$ cat src/rtl/simt_reconv_pkg.sv
package simt_reconv_pkg;
  typedef enum logic [1:0] {
    OP_SEQ  = 2'b00,
    OP_SSY  = 2'b01,
    OP_BRA  = 2'b10,
    OP_PRED = 2'b11
  } op_e;

  typedef enum logic {
    TOK_SYNC = 1'b0,
    TOK_DIV  = 1'b1
  } tok_kind_e;
endpackage

$ cat src/rtl/simt_token_stack.sv
module simt_token_stack #(
  parameter int W     = 65,
  parameter int DEPTH = 16
) (
  input  logic         clk,
  input  logic         rst,
  input  logic         push,
  input  logic         pop,
  input  logic [W-1:0] wdata,
  output logic [W-1:0] top,
  output logic         empty,
  output logic         full
);
  localparam int CW = $clog2(DEPTH + 1);
  localparam int AW = (DEPTH > 1) ? $clog2(DEPTH) : 1;

  logic [W-1:0]  mem [DEPTH];
  logic [CW-1:0] count;
  logic          push_ok, pop_ok;

  assign empty   = (count == '0);
  assign full    = (count == CW'(DEPTH));
  assign push_ok = push && !full;
  assign pop_ok  = pop && !empty;

  // storage without reset so it maps onto distributed RAM
  always_ff @(posedge clk) begin
    if (push_ok) mem[count[AW-1:0]] <= wdata;
  end

  assign top = mem[AW'(count - CW'(1))];

  always_ff @(posedge clk) begin
    if (rst)          count <= '0;
    else if (push_ok) count <= count + CW'(1);
    else if (pop_ok)  count <= count - CW'(1);
  end

  p_full_push_r8: assert property (@(posedge clk) disable iff (rst)
    (push && full) |=> (count == $past(count)));

  p_empty_pop_r9: assert property (@(posedge clk) disable iff (rst)
    (pop && empty && !push) |=> empty);

  p_depth_bound_r8: assert property (@(posedge clk) disable iff (rst)
    count <= CW'(DEPTH));
endmodule

$ cat src/rtl/simt_branch_eval.sv
module simt_branch_eval #(
  parameter int LANES = 32
) (
  input  logic [LANES-1:0] mask,
  input  logic [LANES-1:0] pred,
  output logic [LANES-1:0] taken,
  output logic [LANES-1:0] not_taken,
  output logic             all_take,
  output logic             none_take,
  output logic             split
);
  assign taken     = pred & mask;
  assign not_taken = ~pred & mask;
  assign all_take  = (taken == mask);
  assign none_take = (taken == '0);
  assign split     = !all_take && !none_take;
endmodule

$ cat src/rtl/simt_stall_timer.sv
module simt_stall_timer #(
  parameter int CYCLES = 32
) (
  input  logic clk,
  input  logic rst,
  input  logic load,
  output logic busy
);
  localparam int CW = $clog2(CYCLES + 1);

  logic [CW-1:0] cnt;

  always_ff @(posedge clk) begin
    if (rst)             cnt <= '0;
    else if (load)       cnt <= CW'(CYCLES);
    else if (cnt != '0)  cnt <= cnt - CW'(1);
  end

  assign busy = (cnt != '0);

  p_countdown_r7: assert property (@(posedge clk) disable iff (rst)
    (cnt != '0) |=> (cnt == $past(cnt) - CW'(1)));
endmodule

$ cat src/rtl/simt_reconv_ctrl.sv
module simt_reconv_ctrl #(
  parameter int LANES      = 32,
  parameter int PC_W       = 32,
  parameter int DEPTH      = 16,
  parameter int DIV_CYCLES = 32
) (
  input  logic             clk,
  input  logic             rst,
  input  logic [PC_W-1:0]  start_pc,
  input  logic             ev_valid,
  input  logic [1:0]       ev_op,
  input  logic             ev_pop,
  input  logic [PC_W-1:0]  ev_addr,
  input  logic [LANES-1:0] ev_pred,
  output logic [LANES-1:0] active_mask,
  output logic [PC_W-1:0]  pc,
  output logic             busy,
  output logic             overflow,
  output logic             underflow,
  output logic             vote_all,
  output logic [LANES-1:0] ballot
);
  import simt_reconv_pkg::*;

  localparam int TW = 1 + PC_W + LANES;

  op_e              op;
  logic             accept, is_pop, is_ssy, is_bra, split_req, push;
  logic [LANES-1:0] taken, not_taken;
  logic             all_take, none_take, split;
  logic [TW-1:0]    wdata, top_q;
  logic             st_empty, st_full;
  tok_kind_e        top_kind;
  logic [PC_W-1:0]  top_pc, pc_inc;
  logic [LANES-1:0] top_mask;

  assign op        = op_e'(ev_op);
  assign accept    = ev_valid && !busy;
  assign is_pop    = accept && ev_pop && (op == OP_SEQ || op == OP_PRED);
  assign is_ssy    = accept && (op == OP_SSY);
  assign is_bra    = accept && (op == OP_BRA);
  assign split_req = is_bra && split;
  assign push      = is_ssy || split_req;
  assign pc_inc    = pc + PC_W'(1);

  simt_branch_eval #(.LANES(LANES)) u_eval (
    .mask      (active_mask),
    .pred      (ev_pred),
    .taken     (taken),
    .not_taken (not_taken),
    .all_take  (all_take),
    .none_take (none_take),
    .split     (split)
  );

  assign wdata = is_ssy ? {TOK_SYNC, ev_addr, active_mask}
                        : {TOK_DIV, pc_inc, not_taken};

  simt_token_stack #(.W(TW), .DEPTH(DEPTH)) u_stack (
    .clk   (clk),
    .rst   (rst),
    .push  (push),
    .pop   (is_pop),
    .wdata (wdata),
    .top   (top_q),
    .empty (st_empty),
    .full  (st_full)
  );

  assign top_kind = tok_kind_e'(top_q[TW-1]);
  assign top_pc   = top_q[TW-2 -: PC_W];
  assign top_mask = top_q[LANES-1:0];

  simt_stall_timer #(.CYCLES(DIV_CYCLES)) u_timer (
    .clk  (clk),
    .rst  (rst),
    .load (split_req && !st_full),
    .busy (busy)
  );

  always_ff @(posedge clk) begin
    if (rst) begin
      active_mask <= '1;
      pc          <= start_pc;
      overflow    <= 1'b0;
      underflow   <= 1'b0;
    end else begin
      overflow  <= push && st_full;
      underflow <= is_pop && st_empty;
      if (accept) begin
        case (op)
          OP_SEQ, OP_PRED: begin
            if (ev_pop) begin
              if (!st_empty) begin
                active_mask <= top_mask;
                pc          <= top_pc;
              end
            end else begin
              pc <= pc_inc;
            end
          end
          OP_SSY: pc <= pc_inc;
          OP_BRA: begin
            if (all_take)       pc <= ev_addr;
            else if (none_take) pc <= pc_inc;
            else if (!st_full) begin
              active_mask <= taken;
              pc          <= ev_addr;
            end
          end
          default: pc <= pc;
        endcase
      end
    end
  end

  assign ballot   = taken;
  assign vote_all = all_take;

  p_mask_live_r5: assert property (@(posedge clk) disable iff (rst)
    active_mask != '0);

  p_split_stalls_r7: assert property (@(posedge clk) disable iff (rst)
    (split_req && !st_full) |=> busy);

  p_busy_freeze_r7: assert property (@(posedge clk) disable iff (rst)
    busy |=> ($stable(pc) && $stable(active_mask)));

  p_uf_hold_r9: assert property (@(posedge clk) disable iff (rst)
    underflow |-> ($stable(pc) && $stable(active_mask)));

  p_div_disjoint_r6: assert property (@(posedge clk) disable iff (rst)
    (is_pop && !st_empty && top_kind == TOK_DIV) |-> ((top_mask & active_mask) == '0));
endmodule

$ cat config.mk
export PLATFORM = sky130hd
export DESIGN_NAME = simt_reconv_ctrl
export DESIGN_NICKNAME = d
export VERILOG_FILES = /design/src/rtl/simt_reconv_pkg.sv /design/src/rtl/simt_token_stack.sv /design/src/rtl/simt_branch_eval.sv /design/src/rtl/simt_stall_timer.sv /design/src/rtl/simt_reconv_ctrl.sv
export SDC_FILE = /design/constraint.sdc
export NUM_CORES = 1
export LEC_CHECK = 0
export CAP_MARGIN = 20
export CORE_ASPECT_RATIO = 1.5
export CORE_MARGIN = 2
export CORE_UTILIZATION = 25
export CTS_BUF_LIST = sky130_fd_sc_hd__clkbuf_8
export CTS_CLUSTER_DIAMETER = 200
export DETAILED_ROUTE_END_ITERATION = 16
export PLACE_DENSITY_LB_ADDON = 0.3
export SETUP_SLACK_MARGIN = 0.4
export SYNTH_ARGS = -nofsm -noshare
export SYNTH_HDL_FRONTEND = slang
export SYNTH_SLANG_ARGS = --single-unit
export TNS_END_PERCENT = 50
$ cat constraint.sdc
create_clock -name clk -period 6.1 [get_ports clk]
set_clock_uncertainty 0.05 [all_clocks]
set_input_delay 1.83 -clock clk [delete_from_list [all_inputs] [get_ports clk]]
set_output_delay 1.83 -clock clk [all_outputs]
set_load 0.05 [all_outputs]
## Word-level counts from Yosys, hierarchy flattened

Memories as Yosys holds them, arrays and structs flattened.
Index checks and enable logic that the tools add are counted.

| cells by class | value |
|---|---|
| add/sub/neg operators | 4 |
| multipliers | 0 |
| div/mod/pow operators | 0 |
| magnitude comparators | 0 |
| equal/unequal tests | 12 |
| shift operators | 0 |
| muxes and demuxes | 21 |
| bitwise logic cells | 3 |
| reductions and logical operators | 31 |

Operators by type and width:

| operator | number |
|---|---|
| $mux W32 | 12 |
| $pmux W32 S3 | 1 |
| $mux W65 | 1 |
| $and A32 B32 Y32 | 2 |
| $pmux W32 S2 | 1 |
| $add A32 B1 Y32 const B | 1 |
| $eq A32 B32 Y1 | 1 |
| $logic_not A32 Y1 | 1 |
| $not A32 Y32 | 1 |
| $logic_and A1 B1 Y1 | 12 |
| $mux W6 | 2 |
| $mux W5 | 2 |
| $ne A2 B2 Y1 const B | 5 |
| $reduce_bool A2 Y1 | 4 |
| $reduce_and A7 Y1 | 1 |
| $reduce_bool A6 Y1 | 1 |
| $sub A6 B1 Y6 const B | 1 |
| $add A5 B1 Y5 const B | 1 |
| $eq A5 B5 Y1 const B | 1 |
| $logic_not A1 Y1 | 5 |
| $logic_not A5 Y1 | 1 |
| $ne A5 B3 Y1 const B | 1 |
| $sub A5 B1 Y5 const B | 1 |
| $eq A2 B2 Y1 const B | 2 |
| other kinds (7) | 10 |

| word-level totals | value |
|---|---|
| flip-flop bits (word level) | 77 |
| latch bits | 0 |
| bits in writable memories | 1040 |
| memory bits (read-only) | 0 |
| output and inout port bits | 100 |
| memories | 1 |

Memory list:

| memory | words | width | read ports | clocked after memory_dff | wr ports | line | text |
|---|---|---|---|---|---|---|---|
| u_stack.mem | 16 | 65 | 1 | 0 | 1 | simt_token_stack.sv:17 | `logic [W-1:0] mem [DEPTH];` |

## Depth between registers and ports, before layout

Gate-level depths: netlist of the first run.

| depth | value |
|---|---|
| word-level depth | 9 |
| depth in mapped cells | 13 |
| mapped depth without buffers | 8 |

## Cells and area by module

A second synthesis of the first run with hierarchy kept.

| unflattened totals | value |
|---|---|
| cells, all modules | 2244 |
| area, all modules | 46045.4 um^2 |

Modules (own cells, without submodules):

| module | times used | cells an instance | area an instance (um^2) |
|---|---|---|---|
| simt_token_stack | 1 | 1515 | 39840.7 |
| simt_reconv_ctrl | 1 | 607 | 5276.3 |
| simt_branch_eval | 1 | 89 | 600.6 |
| simt_stall_timer | 1 | 33 | 327.8 |

## Least setup slack after synthesis of the first run

No wires, ideal clock.

| path | value |
|---|---|
| path kind | input to register |
| start point | in ev_pred[0] |
| end point | mem u_stack.mem[5][0] (enable) |
| setup time | 0.430 ns |
| data arrival time | 4.844 ns |
| data required time | 5.620 ns |
| slack | 0.776 ns |
| stages | 8 |
| buffers on the path | 1 |
| cell sequence | and2_1 > or4_1 > nor4_4 > nand2_2 > a31oi_1 > nor2_1 > buf_2 > and4b_1 |

| between the ends | value |
|---|---|
| longest elaborated chain between the ends | 9 |

Ends and longest elaborated chain:

| element | line | text |
|---|---|---|
| from (decl) | simt_reconv_ctrl.sv:14 | `input logic [LANES-1:0] ev_pred,` |
| $and A32 B32 Y32 * | simt_branch_eval.sv:12 | `assign taken = pred & mask;` |
| $eq A32 B32 Y1 / $logic_not A32 Y1 (equally long branches) | simt_branch_eval.sv:14, simt_branch_eval.sv:15 |  |
| $logic_not A1 Y1 | simt_branch_eval.sv:16 | `assign split = !all_take && !none_take;` |
| $logic_and A1 B1 Y1 * | simt_branch_eval.sv:16 |  |
| $logic_and A1 B1 Y1 * | simt_reconv_ctrl.sv:42 | `assign split_req = is_bra && split;` |
| $logic_or A1 B1 Y1 * | simt_reconv_ctrl.sv:43 | `assign push = is_ssy \|\| split_req;` |
| $logic_and A1 B1 Y1 * | simt_token_stack.sv:23 | `assign push_ok = push && !full;` |
| $mux W1 * | simt_token_stack.sv:28 | `if (push_ok) mem[count[AW-1:0]] <= wdata;` |
| $mux W1 (not written as such) * | simt_token_stack.sv:28 |  |
| to (decl) | simt_token_stack.sv:17 |  |

Mark *: on every way between the ends. The rest lies on a longest branch, timed or not.

## Worst setup path in the final report of the first run

| path | value |
|---|---|
| start point | in ev_pred[28] |
| end point | out vote_all |

| between the ends | value |
|---|---|
| longest elaborated chain between the ends | 2 |

Ends and longest elaborated chain:

| element | line | text |
|---|---|---|
| $and A32 B32 Y32 | simt_branch_eval.sv:12 |  |
| $eq A32 B32 Y1 | simt_branch_eval.sv:14 | `assign all_take = (taken == mask);` |
| to (decl) | simt_reconv_ctrl.sv:20 | `output logic vote_all,` |

Every way passes these cells.

==> results of run 1 <==
-- cells in the mapped netlist (all sizes together) (2+ instances only) --
cell type | number | area share
a2bb2oi | 23 | 0.0059
a221oi | 3 | 0.00059
ha | 10 | 0.0028
o32ai | 2 | 0.00056
nand2 | 167 | 0.014
and4b | 8 | 0.0018
edfxtp | 1056 | 0.71
o21ai | 49 | 0.0055
clkbuf | 84 | 0.0071
a31oi | 6 | 0.00084
inv | 45 | 0.0038
and2 | 35 | 0.0050
o22ai | 18 | 0.0025
a21o | 4 | 0.00067
buf | 46 | 0.0051
a31o | 2 | 0.00039
xor2 | 20 | 0.0041
and3 | 20 | 0.0028
nand2b | 5 | 0.00070
o211ai | 16 | 0.0027
nand4 | 12 | 0.0017
nor3 | 14 | 0.0016
or4 | 10 | 0.0019
nor2b | 5 | 0.00070
a21oi | 139 | 0.016
nor4 | 11 | 0.0020
mux2 | 24 | 0.0061
o221ai | 5 | 0.00098
a2111oi | 24 | 0.0077
xnor2 | 21 | 0.0041
dfxtp | 45 | 0.020
mux2i | 4 | 0.00090
mux4 | 293 | 0.15
nand3 | 19 | 0.0021
nor2 | 40 | 0.0034
and4 | 6 | 0.0012
-- cells by family (layout without fill, tap and decap cells) --
family | Yosys count | after routing | synth area share
adders and majority gates | 10 | 10 | 0.00281
buffers and inverters | 176 | 704 | 0.0160
DFF | 1101 | 1101 | 0.732
muxes | 321 | 321 | 0.155
other | 0 | 6 | 0
AOI/OAI and AO/OA | 301 | 301 | 0.0462
xor gates and xnor gates | 41 | 41 | 0.00823
and+or+nand+nor | 355 | 355 | 0.0395
-- metal layers --
metal / up-vias / routed length (um)
li1: 10300 / -
met1: 12800 / 53900
met2: 861 / 59100
met3: 202 / 8020
met4: 0 / 2840
met5: - / 0
-- placed cells by master, fill, tap and decap left out, types with 37 or more instances in the layout --
cell                n
edfxtp_1         1056
mux4_2            293
clkbuf_8          187
clkdlybuf4s50_1   167
nand2_1           165
a21oi_1           138
inv_1             110
buf_4              92
o21ai_0            49
buf_12             45
dfxtp_1            44
nor2_1             40
clkinv_1           37
-- worst paths after layout --
| kind | startpoint | to | slack (ns) | cells after the start |
|---|---|---|---|---|
| min | active_mask[3] | active_mask[3] | 0.47 | 2 |
| max reg2reg | u_stack.count[0] | pc[5] | 2.00 | 8 |
| max | ev_pred[28] | vote_all | 0.63 | 7 |
| min reg2reg | active_mask[3] | active_mask[3] | 0.47 | 2 |
-- metrics by stage --
stage	cells	area (sq um)	worst slack [ns]	hold slack, ns
after detailed placement	4802	50600	0.113	0.456
after global routing	5128	54000	0.465	0.516
final	5131	54000	0.632	0.471
after floorplan	2305	44500	0.776	0.439
after CTS	5124	53900	0.413	0.470
after global placement	4801	50600	0.0692	0.474
-- cell type report --
cell class / count / share of cell area
sequential: 1101 / 0.604
multi-input combinational: 1028 / 0.211
timing repair buffer: 337 / 0.0677
tap: 2292 / 0.0531
clock buffer: 187 / 0.0476
clock inverter: 134 / 0.0134
inverter: 46 / 0.00320
antenna: 6 / 0.000278
-- where the power goes --
| part | switching [mW] | internal [mW] |
|---|---|---|
| Sequential | 0.120 | 8.79 |
| Combinational | 2.08 | 1.33 |
| Clock | 2.97 | 3.02 |
| Total | 5.17 | 13.1 |
-- worst max-delay path: stages --
cell	delay, ns
dlygate4sd2_1	0.28
o22ai_1	0.14
nor4_4	0.33
nand4_1	0.47
buf_6	0.31
clkinv_1	0.08
buf_12	0.14
-- sequential cells by signal, indices dropped and copies added (netlist names) --
register       cells
u_timer.cnt        6
pc                32
active_mask       32
u_stack.count      5
u_stack.mem     1024
underflow          1
overflow           1
-- timing repair --
action / in CTS / in global routing
buffers inserted: 1 / 0
setup endpoints to repair: 1 / 1
pin swaps: 3 / 5
resized for setup: 10 / 31
==> flow_metrics.py, run 1 <==
metrics = {
    "final_layout": {
        "fillers": 17300,
        "area_delta_synth_final_pct": 21.3,
        "finalNetCount": 2804,
        "post-route-util": 0.305,
        "regArea_sq_um": 32600,
        "multi_input_area_sq_um": 11400,
        "drive_gt1_frac": 0.263,
    },
    "route": {
        "avgViaCountPerCell": 4.70,
        "wirelength_um": 124000,
        "vias": 24100,
        "route.detailed.drc": 0,
        "detail-route-antenna-nets": 0,
        "first_pass_iters": 5,
        "dr.first_iter.drc_count": 2180,
        "wl_per_cell_um": 24.1,
    },
    "timing": {
        "fin_setup_tns_ns": 0,
        "setup_viol": 0,
        "post-route-min-period_ns": 5.47,
        "max_freq_mhz": 183,
        "timing.final.crit_share": 0.896,
        "maxSlewViolCount": 0,
        "relSlewSlack": 0.279,
        "rsz0062_at_grt": "false",
        "worst_slew_pin_slew_ns": 1.08,
        "hold_viol_final": 0,
    },
    "floorplan": {
        "coreArea_sq_um": 177000,
        "die_x_um": 349,
        "io_pins": 202,
        "dieArea_sq_um": 182000,
        "row_count": 189,
        "die_h_um": 521,
        "start_util": 0.252,
    },
    "job": {
        "drv_cap": 0,
    },
    "clocking": {
        "root_buffer": "clkbuf_8",
        "cts_buffer_depth": 3,
        "h-tree-depth": 4,
        "cts.sinks": 1101,
        "clkLatencyLatePin_ns": 0.86,
        "cts_hold_buf": 0,
        "numCtsBuffers": 178,
        "cts.clk_slew.worst_paths_ns": 0.06,
        "cts_tree": "built",
    },
    "power_and_ir_drop": {
        "irDropWorstVdd_uv": 227,
        "power_mw": 18.3,
        "leakage_nw": 17.3,
        "p_per_area_nw_per_um2": 339,
    },
    "synthesis": {
        "synthesis.area_sq_um": 44500,
        "yosys_warnings": 0,
        "ys_ff_latch": 1101,
        "synthFlopType": "edfxtp_1",
        "postSynth.asyncResetShare": 0,
        "synth_cell_types": 67,
        "synthCells": 2305,
        "synth_edf_count": 1056,
        "syn_avg_cell_area_sq_um": 19.3,
        "synth_nets": 2417,
        "yosysSeqAreaShare": 0.732,
    },
    "worst_hold_path": {
        "hp-class": "register to register",
    },
    "worst_setup_path": {
        "cp_max_fo": 4,
        "start_kind": "primary input",
        "arrival_ns": 3.59,
        "crit_path_end_kind": "output port",
        "path_class": "primary input to output port",
        "cp.required_ns": 4.22,
    },
    "global_routing": {
        "grt_max_degree": 98,
        "met1_usage": 0.181,
        "grt_pass1_vias": 25700,
        "met2_usage": 0.218,
        "grt_first_pass_wirelength_um": 178000,
        "grt_util_met3": 0.0282,
        "grt_overflow_total": 0,
        "antenna_found_initial": 4,
        "top_usage_layer": "met2",
        "grtUsageTotal": 0.134,
    },
    "placement": {
        "hpwl_um": 73700,
        "numPortBuffers": 201,
        "place_congestion": 0.840,
    },
    "run_status": {
        "status": "complete, no violations",
    },
}
Power figures use the tool's default switching activity.
==> run 2: changes to the inputs <==
--- a/config.mk
+++ b/config.mk
@@ -11,6 +11,7 @@
 export CORE_UTILIZATION = 25
 export CTS_BUF_LIST = sky130_fd_sc_hd__clkbuf_8
 export CTS_CLUSTER_DIAMETER = 200
+export CTS_CLUSTER_SIZE = 12
 export DETAILED_ROUTE_END_ITERATION = 16
 export PLACE_DENSITY_LB_ADDON = 0.3
 export SETUP_SLACK_MARGIN = 0.4
==> flow_metrics.py, run 2 (synthesis results as in run 1) <==
metrics = {
    "floorplan": {
        "die_h_um": 521,
        "row_count": 189,
        "die_x_um": 349,
        "coreArea_sq_um": 177000,
        "dieArea_sq_um": 182000,
        "io_pins": 202,
        "start_util": 0.252,
    },
    "worst_setup_path": {
        "arrival_ns": 3.53,
        "path_buf_inv": 4,
        "critPathSlowestCell": "nand4_1",
        "crit_path_end_kind": "output port",
        "path_class": "primary input to output port",
        "critical-path-max-stage-delay_ns": 0.44,
        "path_cells": "dlygate4sd2_1 > o22ai_1 > nor4_4 > nand4_1 > buf_6 > clkinv_1 > buf_12",
        "cp_max_fo": 4,
        "r2r_slack_ns": 2.00,
        "crit_cells": 7,
        "start_kind": "primary input",
        "cp.required_ns": 4.22,
        "critical-path-top-delay-family": "buffers and inverters",
        "r2r_cells": 8,
    },
    "power_and_ir_drop": {
        "leakage_nw": 16.5,
        "irDropWorstVdd_uv": 168,
        "power_mw": 16.3,
        "p_per_area_nw_per_um2": 312,
    },
    "worst_hold_path": {
        "hold-path-cell-count": 2,
        "hp-class": "register to register",
    },
    "final_layout": {
        "area_delta_synth_final_pct": 17.6,
        "fillers": 17400,
        "layout_commonest_cell": "edfxtp_1",
        "drive_gt1_frac": 0.236,
        "post-route-util": 0.296,
        "largest_reg_flops": 1024,
        "layout_common_cells": "edfxtp_1, mux4_2, clkdlybuf4s50_1",
        "stdcell_count": 4975,
        "stdcell_area_sq_um": 52400,
        "finalNetCount": 2727,
    },
    "placement": {
        "place_congestion": 0.840,
        "pre_cts_slack_ns": 0.113,
        "dpl_cell_area_sq_um": 50600,
        "dp_cells": 4802,
        "numPortBuffers": 201,
        "hpwl_um": 73700,
    },
    "timing": {
        "timing.final.crit_share": 0.887,
        "relSlewSlack": 0.283,
        "setup_viol": 0,
        "layout_setup_ws_ns": 0.687,
        "fin_hold_ws_ns": 0.475,
        "post-route-min-period_ns": 5.41,
        "fin_setup_tns_ns": 0,
        "hold_viol_final": 0,
        "worst_slew_pin_slew_ns": 1.08,
        "max_freq_mhz": 185,
        "maxSlewViolCount": 0,
        "rsz0062_at_grt": "false",
    },
    "route": {
        "detail-route-antenna-nets": 0,
        "vias": 23400,
        "wirelength_um": 122000,
        "route.detailed.drc": 0,
        "wl_per_cell_um": 24.6,
        "avgViaCountPerCell": 4.71,
        "first_pass_iters": 5,
        "dr.first_iter.drc_count": 2270,
    },
    "clocking": {
        "cts_hold_buf": 0,
        "cts.sinks": 1101,
        "h-tree-depth": 3,
        "clkLatencyLatePin_ns": 0.80,
        "numCtsBuffers": 101,
        "root_buffer": "clkbuf_8",
        "cts.clk_slew.worst_paths_ns": 0.09,
        "cts_tree": "built",
        "cts_buffer_depth": 3,
    },
    "job": {
        "drv_cap": 0,
    },
    "global_routing": {
        "grt_first_pass_wirelength_um": 176000,
        "antenna_found_initial": 5,
        "grt_max_degree": 98,
        "grt_pass1_vias": 24800,
        "grt_overflow_total": 0,
        "grtUsageTotal": 0.133,
    },
    "run_status": {
        "status": "complete, no violations",
    },
}
[run 2: cell count changes in the layout (fill, tap and decap cells not counted)]
cell	change
clkinv_8	-2
clkinvlp_4	-2
clkbuf_8	-86
inv_1	-5
clkinv_2	-16
clkinv_1	-36
inv_16	-1
bufinv_16	-4
diode_2	-3
inv_8	-1
[run 2: layout make-up]
class	count	area, sq um	share of cell area
antenna	3	7.51	0.000143
clock buffer	101	1390	0.0265
clock inverter	67	290	0.00554
tap	2292	2870	0.0547
sequential	1101	32600	0.622
timing repair buffer	337	3660	0.0698
multi-input combinational	1028	11400	0.218
inverter	46	173	0.00329
[run 2: per-layer routing]
metal  vias up  share of wire  global-route usage
met3       140          0.064              0.0230
li1      10000              -                   -
met5         -       0.000057                   0
met1     12500           0.44               0.182
met4         2          0.020              0.0349
met2       797           0.48               0.216
[run 2: tightest hold or removal path, delay by kind of cell (launching register included)]
family | cells | cell delay (ns)
simple gates | 1 | 0.05
flops | 1 | 0.35
compound gates | 1 | 0.09
[run 2: final timing paths]
check,startpoint,endpoint
max,ev_pred[7],vote_all
min,active_mask[3],active_mask[3]
max reg2reg,u_stack.count[0],pc[5]
min reg2reg,active_mask[3],active_mask[3]
[run 2: report_power, final]
| part | leakage [nW] | internal, mW | switching (mW) | total, mW |
|---|---|---|---|---|
| clock | 1.07 | 1.54 | 2.50 | 4.04 |
| sequential | 9.89 | 8.77 | 0.120 | 8.89 |
| combinational | 5.52 | 1.33 | 2.08 | 3.41 |
| total | 16.5 | 11.6 | 4.69 | 16.3 |
[run 2: repair_timing]
action,4_1_cts,5_1_grt
pin swaps,3,5
buffers inserted,1,0
resized for setup,10,31
endpoints found under the setup margin,1,1
